$ cat config.mk
export PLATFORM = sky130hd
export DESIGN_NAME = tick_rate_gen
export DESIGN_NICKNAME = d
export VERILOG_FILES = /design/src/rtl/tick_pkg.sv /design/src/rtl/tick_prescaler.sv /design/src/rtl/tick_divider.sv /design/src/rtl/tick_rate_gen.sv
export SDC_FILE = /design/constraint.sdc
export NUM_CORES = 1
export LEC_CHECK = 0
export BUFFER_PORTS_ARGS = -buffer_cell sky130_fd_sc_hd__buf_2
export CAP_MARGIN = 10
export CELL_PAD_IN_SITES_DETAIL_PLACEMENT = 1
export CELL_PAD_IN_SITES_GLOBAL_PLACEMENT = 1
export CORE_ASPECT_RATIO = 1.2
export CORE_MARGIN = 2
export CORE_UTILIZATION = 40
export DETAILED_ROUTE_END_ITERATION = 8
export PLACE_DENSITY_LB_ADDON = 0.25
export SETUP_SLACK_MARGIN = 0.1
export SLEW_MARGIN = 20
export SYNTH_ARGS = -nofsm -noshare
export SYNTH_HDL_FRONTEND = slang
export SYNTH_SLANG_ARGS = --single-unit
$ cat constraint.sdc
create_clock -name clk -period 2.8 [get_ports clk]
set_input_delay 0.42 -clock clk [delete_from_list [all_inputs] [get_ports clk]]
set_output_delay 0.42 -clock clk [all_outputs]
set_load 0.02 [all_outputs]
$ cat src/rtl/tick_pkg.sv
package tick_pkg;
  typedef enum logic {
    CFG_PRESCALE = 1'b0,
    CFG_DIVIDE   = 1'b1
  } cfg_word_e;
endpackage

$ cat src/rtl/tick_prescaler.sv
module tick_prescaler #(
  parameter int PRE_W = 8
) (
  input  logic             clk,
  input  logic             rst,
  input  logic             restart_i,
  input  logic [PRE_W-1:0] limit_i,
  output logic             stage_o
);
  logic [PRE_W-1:0] cnt_q;

  always_ff @(posedge clk) begin
    if (rst || restart_i) begin
      cnt_q   <= '0;
      stage_o <= 1'b0;
    end else if (cnt_q == limit_i) begin
      cnt_q   <= '0;
      stage_o <= 1'b1;
    end else begin
      cnt_q   <= cnt_q + 1'b1;
      stage_o <= 1'b0;
    end
  end

  // back-to-back stage pulses only when the stage divides by one
  assert_stage_gap_R3: assert property (@(posedge clk) disable iff (rst)
    (stage_o && !restart_i) |=> (!stage_o || $past(limit_i) == '0));
endmodule

$ cat src/rtl/tick_divider.sv
module tick_divider #(
  parameter int SEL_W = 4,
  localparam int CNT_W = (1 << SEL_W) - 1
) (
  input  logic             clk,
  input  logic             rst,
  input  logic             restart_i,
  input  logic             stage_i,
  input  logic [SEL_W-1:0] sel_i,
  output logic             tick_o
);
  logic [CNT_W-1:0] cnt_q;
  logic [CNT_W-1:0] wrap_at;

  // all-ones mask of width sel_i; the shift overflow covers the top value
  assign wrap_at = (CNT_W'(1) << sel_i) - 1'b1;

  always_ff @(posedge clk) begin
    if (rst || restart_i) begin
      cnt_q  <= '0;
      tick_o <= 1'b0;
    end else if (stage_i) begin
      if (cnt_q == wrap_at) begin
        cnt_q  <= '0;
        tick_o <= 1'b1;
      end else begin
        cnt_q  <= cnt_q + 1'b1;
        tick_o <= 1'b0;
      end
    end else begin
      tick_o <= 1'b0;
    end
  end

  assert_cnt_bound_R4: assert property (@(posedge clk) disable iff (rst)
    cnt_q <= wrap_at);

  assert_tick_follows_stage_R5: assert property (@(posedge clk) disable iff (rst)
    tick_o |-> $past(stage_i));
endmodule

$ cat src/rtl/tick_rate_gen.sv
module tick_rate_gen #(
  parameter int NUM_CH  = 5,
  parameter int PRE_W   = 8,
  parameter int SEL_W   = 4,
  parameter int GRP0_CH = 2,
  localparam int NUM_GRP  = 2,
  localparam int PRE_BITS = NUM_GRP * PRE_W,
  localparam int SEL_BITS = NUM_CH * SEL_W,
  localparam int CFG_W    = (PRE_BITS > SEL_BITS) ? PRE_BITS : SEL_BITS
) (
  input  logic              clk,
  input  logic              rst,
  input  logic              cfg_we,
  input  logic              cfg_sel,
  input  logic [CFG_W-1:0]  cfg_data,
  output logic [NUM_CH-1:0] tick_o
);
  import tick_pkg::*;

  localparam logic [PRE_BITS-1:0] PRE_RST = {NUM_GRP{PRE_W'(1)}};

  logic [PRE_BITS-1:0] pre_cfg;
  logic [SEL_BITS-1:0] sel_cfg;
  logic [NUM_GRP-1:0]  stage;
  logic                restart;
  cfg_word_e           word;

  assign word    = cfg_word_e'(cfg_sel);
  assign restart = rst | cfg_we;

  always_ff @(posedge clk) begin
    if (rst) begin
      pre_cfg <= PRE_RST;
      sel_cfg <= '0;
    end else if (cfg_we) begin
      if (word == CFG_PRESCALE) pre_cfg <= cfg_data[PRE_BITS-1:0];
      else                      sel_cfg <= cfg_data[SEL_BITS-1:0];
    end
  end

  for (genvar g = 0; g < NUM_GRP; g++) begin : g_stage
    tick_prescaler #(.PRE_W(PRE_W)) i_stage (
      .clk       (clk),
      .rst       (rst),
      .restart_i (restart),
      .limit_i   (pre_cfg[g*PRE_W +: PRE_W]),
      .stage_o   (stage[g])
    );
  end

  for (genvar c = 0; c < NUM_CH; c++) begin : g_chan
    localparam int GRP = (c < GRP0_CH) ? 0 : 1;

    tick_divider #(.SEL_W(SEL_W)) i_div (
      .clk       (clk),
      .rst       (rst),
      .restart_i (restart),
      .stage_i   (stage[GRP]),
      .sel_i     (sel_cfg[c*SEL_W +: SEL_W]),
      .tick_o    (tick_o[c])
    );

    assert_grp_source_R2: assert property (@(posedge clk) disable iff (rst)
      tick_o[c] |-> $past(stage[GRP]));
  end

  assert_reset_cfg_R6: assert property (@(posedge clk)
    rst |=> (pre_cfg == PRE_RST && sel_cfg == '0 && tick_o == '0));

  assert_write_clears_R7: assert property (@(posedge clk) disable iff (rst)
    cfg_we |=> (tick_o == '0));

  assert_hold_cfg_R8: assert property (@(posedge clk) disable iff (rst)
    !cfg_we |=> ($stable(pre_cfg) && $stable(sel_cfg)));
endmodule

* Word level (Yosys, flattened, before mapping)
Index checks and enable logic that the tools add are counted.
Storage, ports and cells: input bits 24, bits in registers 134, logic and storage cells 63
Operators by class: reductions and logical operators 7, muxes and demuxes 12, add/subtract/negate cells 12, eq/ne operators 7, bitwise logic cells 4, shift-type cells 5
Operators by type and width (count):
- $add 15x1->15 const B | 5
- $eq 15x15->1 | 5
- $mux 15 | 5
- $shl 1x4->15 const A | 5
- $sub 15x1->15 const B | 5
- $add 8x1->8 const B | 2
- $eq 8x8->1 | 2
- $reduce_or 2->1 | 4
- $mux 1 | 7
- $reduce_and 2->1 | 2
- $not 1->1 | 3
- $logic_or 1x1->1 | 1
- $or 1x1->1 | 1

* Logic depth before layout (Yosys ltp)
depth after elaboration 4, depth in mapped cells 13, gate-level depth less buffers 9

* Cells and area by module
A second synthesis with hierarchy kept.
Unflattened totals: cell total of the unflattened synthesis 995, area total of the unflattened synthesis 8516.9 um2
Modules (own cells, without submodules):
- tick_divider | instances 5, sequential area each 320.3 um2, area an instance 1186.1 um2, cells an instance 150
- tick_rate_gen | instances 1, sequential area each 720.7 um2, area an instance 1575.3 um2, cells an instance 147
- tick_prescaler | instances 2, sequential area each 180.2 um2, area an instance 505.5 um2, cells an instance 49

* Worst setup path after synthesis
OpenSTA, ideal clock, no wires.
path kind register to register, start reg sel_cfg[5], end reg g_chan[1].i_div.cnt_q[10], path buffers 4, arrival 2700 ps, stages on the path, launching flop included 13, path slack -32 ps, library setup time 132 ps, cells stage by stage dfxtp_1 > clkbuf_1 > clkbuf_1 > nor2_1 > nand2_1 > ha_1 > clkbuf_1 > or4b_1 > a32oi_1 > nand3_1 > nor4b_2 > buf_2 > nor3_1
Between the ends: longest elaborated chain between the ends 4
Ends and longest elaborated chain:
- start, declared | RTL line tick_rate_gen.sv:23 | logic [SEL_BITS-1:0] sel_cfg;
- start signal, assigned | RTL line tick_rate_gen.sv:37 | else sel_cfg <= cfg_data[SEL_BITS-1:0];
- $shl 1x4->15 | RTL line tick_divider.sv:16 | assign wrap_at = (CNT_W'(1) << sel_i) - 1'b1;
- $sub 15x1->15 | RTL line tick_divider.sv:16
- $eq 15x15->1 | RTL line tick_divider.sv:23 | if (cnt_q == wrap_at) begin
- $mux 15 | RTL line tick_divider.sv:23
- end signal, assigned | RTL line tick_divider.sv:27 | cnt_q <= cnt_q + 1'b1;
- end, declared | RTL line tick_divider.sv:12 | logic [CNT_W-1:0] cnt_q;
Every way passes these cells. A chain may end at the register's enable or synchronous reset.

* Worst setup path after layout
start reg sel_cfg[8], end reg g_chan[2].i_div.cnt_q[4]
Between the ends: longest elaborated chain between the ends 4
Ends and longest elaborated chain (RTL line):
- $shl 1x4->15 | tick_divider.sv:16
- $sub 15x1->15 | tick_divider.sv:16
- $eq 15x15->1 | tick_divider.sv:23
- $mux 15 | tick_divider.sv:23
- end signal, assigned | tick_divider.sv:27
- end, declared | tick_divider.sv:12
Every way passes these cells.

==> out/results.txt <==
initial detailed-routing violation count: 321
crit end category: register
CTS tree: yes
die area: 20400 µm²
Hold Path Class: in2reg
ant diodes: 0
number of synthesized flops with an enable pin: 0
relative slew slack: 0.450
fin crit share: 0.971
TritonCTS Buffers: 17
multiplexer share of the synthesized area: 0.00130
fmax: 368 MHz
pwr dens: 526 nW/µm²
setup slack after layout: 0.0819 ns
initial core utilization: 0.408
initial antenna violation count: 0
area taken by multi-input logic gates: 4770 µm²
Avg Inst Size Synth: 7.83 µm²
top cells by area, synth: dfxtp_1 (35%), xor2_1 (8.8%), nand2_1 (7.0%)
area growth from synthesis to layout: 15.5%
Worst VDD drop: 0.435 mV
IO Count: 29
Final ANT Viol Nets: 0
FF+latch area: 2690 µm²
Mapped Nets: 1019
final setup fails: 0
GRT overflow: 0
largest family of logic cells by synthesized area: simple AND/OR/NAND/NOR gates
Primary FF master, synth: dfxtp_1
Max-Cap Viols: 0
dpl hpwl: 14.8 mm
crit path time final: 2.72 ns
worst path required time: 3.11 ns
YS warnings: 0
drt total wl: 20.7 mm
Skew-Pair Late Insertion Delay: 0.43 ns
Crit Path Class: reg2reg
Synth Area in Compound Gates: 0.160
drt pass-1 iters: 4
Yosys cell types: 68
drt drc: 0
largest net degree at the start of global routing: 33
first-pass GRT wire length: 35.0 mm
# rows: 55
R2R depth: 10
Fill cells: 2326
Post-Syn Area: 7690 µm²
Seq cells post-synth: 134
RSZ-0062 raised after global routing: yes
share of layout cells above drive strength 1: 0.122
Syn Inst Count: 983
post-synthesis sequential area ratio: 0.349
post-synth top area share: 0.349
Nets: 1044
crit path DAT: 3.03 ns
detailed-route via count: 6995
CTS max path bufs: 2
XOR/XNOR Fraction of Synth Area: 0.135
Final Hold Violating Endpoints: 0
status: finished, final reports clean
All-Layer GR Usage: 0.213
number of buffers added on ports: 28
total power: 4.67 mW
CTS Root Cell: clkbuf_16
mean routed wirelength per cell: 16.3 µm
Die Y: 156 µm
core area: 18900 µm²
Via-to-Cell Ratio: 5.49
leak pwr: 3.36 nW
Hold Path Stages: 3
CTS Hold Bufs: 0
H-tree lvl count: 4
CTS Sinks: 134
die width: 131 µm
count leader, synth: nand2_1
vias in the first global route: 7119
simple-gate share of the synthesized area: 0.286
crit start category: register
GPL Wtd Cong: 0.769
Async S/R FF share, synth: 0
clock-pin slew on the worst setup and hold paths: 0.05 ns
leading area contributor after synthesis: dfxtp_1
measured slew at the worst slew-check pin: 0.823 ns
Place WS: 0.146 ns
Post-Synth Adder-Cell Area: 0.0195
Synth top cells by count: nand2_1 (143), dfxtp_1 (134), nor2_1 (107)
Layout Skew: 0.00756 ns
Slew Viols, Final: 0
worst-path maximum fanout: 7
registers in the layout, indices dropped and copies added, names as in the netlist:
| signal | flops |
|---|---|
| pre_cfg | 16 |
| sel_cfg | 20 |
| g_stage.i_stage.stage_o | 2 |
| g_chan.i_div.tick_o | 5 |
| g_chan.i_div.cnt_q | 75 |
| g_stage.i_stage.cnt_q | 16 |
per-layer routing:
| layer | track usage | vias up | routed length [µm] |
|---|---|---|---|
| met2 | 0.375 | 77 | 10500 |
| li1 | - | 3480 | - |
| met1 | 0.266 | 3409 | 9310 |
| met3 | 0.0353 | 29 | 537 |
| met4 | 0.0623 | 0 | 346 |
| met5 | 0 | - | 0 |
cell type report:
type	count	share of cell area
clock buffer	25	0.0546
clock inverter	4	0.00535
inverter	19	0.00802
multi-input combinational	764	0.537
sequential	134	0.302
tap	256	0.0360
timing repair buffer	72	0.0567
repair_timing:
item / in CTS / in global routing
buffers inserted: 0 / 2
gates cloned: 0 / 1
setup endpoints to repair: 1 / 58
resized for setup: 1 / 17
pin swaps: 0 / 2
report_power, final:
group	leakage (nW)	switching (mW)	internal [mW]
clock	0.259	0.815	1.27
sequential	1.09	0.0356	1.94
combinational	2.02	0.348	0.260
total	3.36	1.20	3.47
placed cells by master, fill, tap and decap left out, types with 8 or more instances in the layout:
master     synthesis  routed
xor2_1            77      76
o21ai_0           30      30
and4_1            10      10
or3_1             12      12
a21oi_1           63      63
nor4_1            12      10
nand2b_1          12      12
buf_2             14      28
nor3_1            34      29
dfxtp_1          134     132
inv_1             19      19
nand4_1           16      16
nor2b_1            8       8
nand3_1           37      37
nand2_1          143     143
and3_1            24      24
ha_1              12      10
nor2_1           107     104
xnor2_1           42      41
buf_4              5      41
clkbuf_16          0      18
worst paths after layout:
kind	slack, ns	end	start
worst max register to register	0.08	g_chan[2].i_div.cnt_q[4]$_SDFFE_PP0P_	sel_cfg[8]$_SDFFE_PP0P_
worst min-delay path	0.23	pre_cfg[0]$_SDFFE_PP1P_	cfg_data[0]
worst max-delay path	0.08	g_chan[2].i_div.cnt_q[4]$_SDFFE_PP0P_	sel_cfg[8]$_SDFFE_PP0P_
worst min register to register	0.47	pre_cfg[1]$_SDFFE_PP0P_	pre_cfg[1]$_SDFFE_PP0P_
worst max-delay path: stages, from the launching register on:
cell	delay, ns
dfxtp_2	0.31
or4_4	0.55
ha_4	0.21
xor2_2	0.15
xnor2_1	0.16
nand4_1	0.11
or4b_4	0.53
o41ai_4	0.20
buf_4	0.19
buf_12	0.14
nor2_1	0.05
cells by family (layout without fill, tap and decap cells):
| logic type | Yosys count | in the layout |
|---|---|---|
| buf+inv | 85 | 120 |
| simple gates | 449 | 449 |
| xor+xnor | 119 | 119 |
| compound gates | 183 | 183 |
| fa+ha+maj | 12 | 12 |
| flops | 134 | 134 |
| mux | 1 | 1 |
stage by stage:
step / TNS (ns) / instance area (µm²) / hold WS [ns] / cells / utilization
floorplan: 0 / 7770 / 0.447 / 983 / -
finish: 0 / 8890 / 0.231 / 1274 / 0.471
CTS: 0 / 8760 / 0.222 / 1271 / 0.465
detailed placement: 0 / 8230 / 0.463 / 1242 / 0.436
global route: -0.298 / 8890 / 0.227 / 1274 / 0.471
global placement: 0 / 8230 / 0.458 / 1242 / 0.436
(Power assumes the default switching activity.)
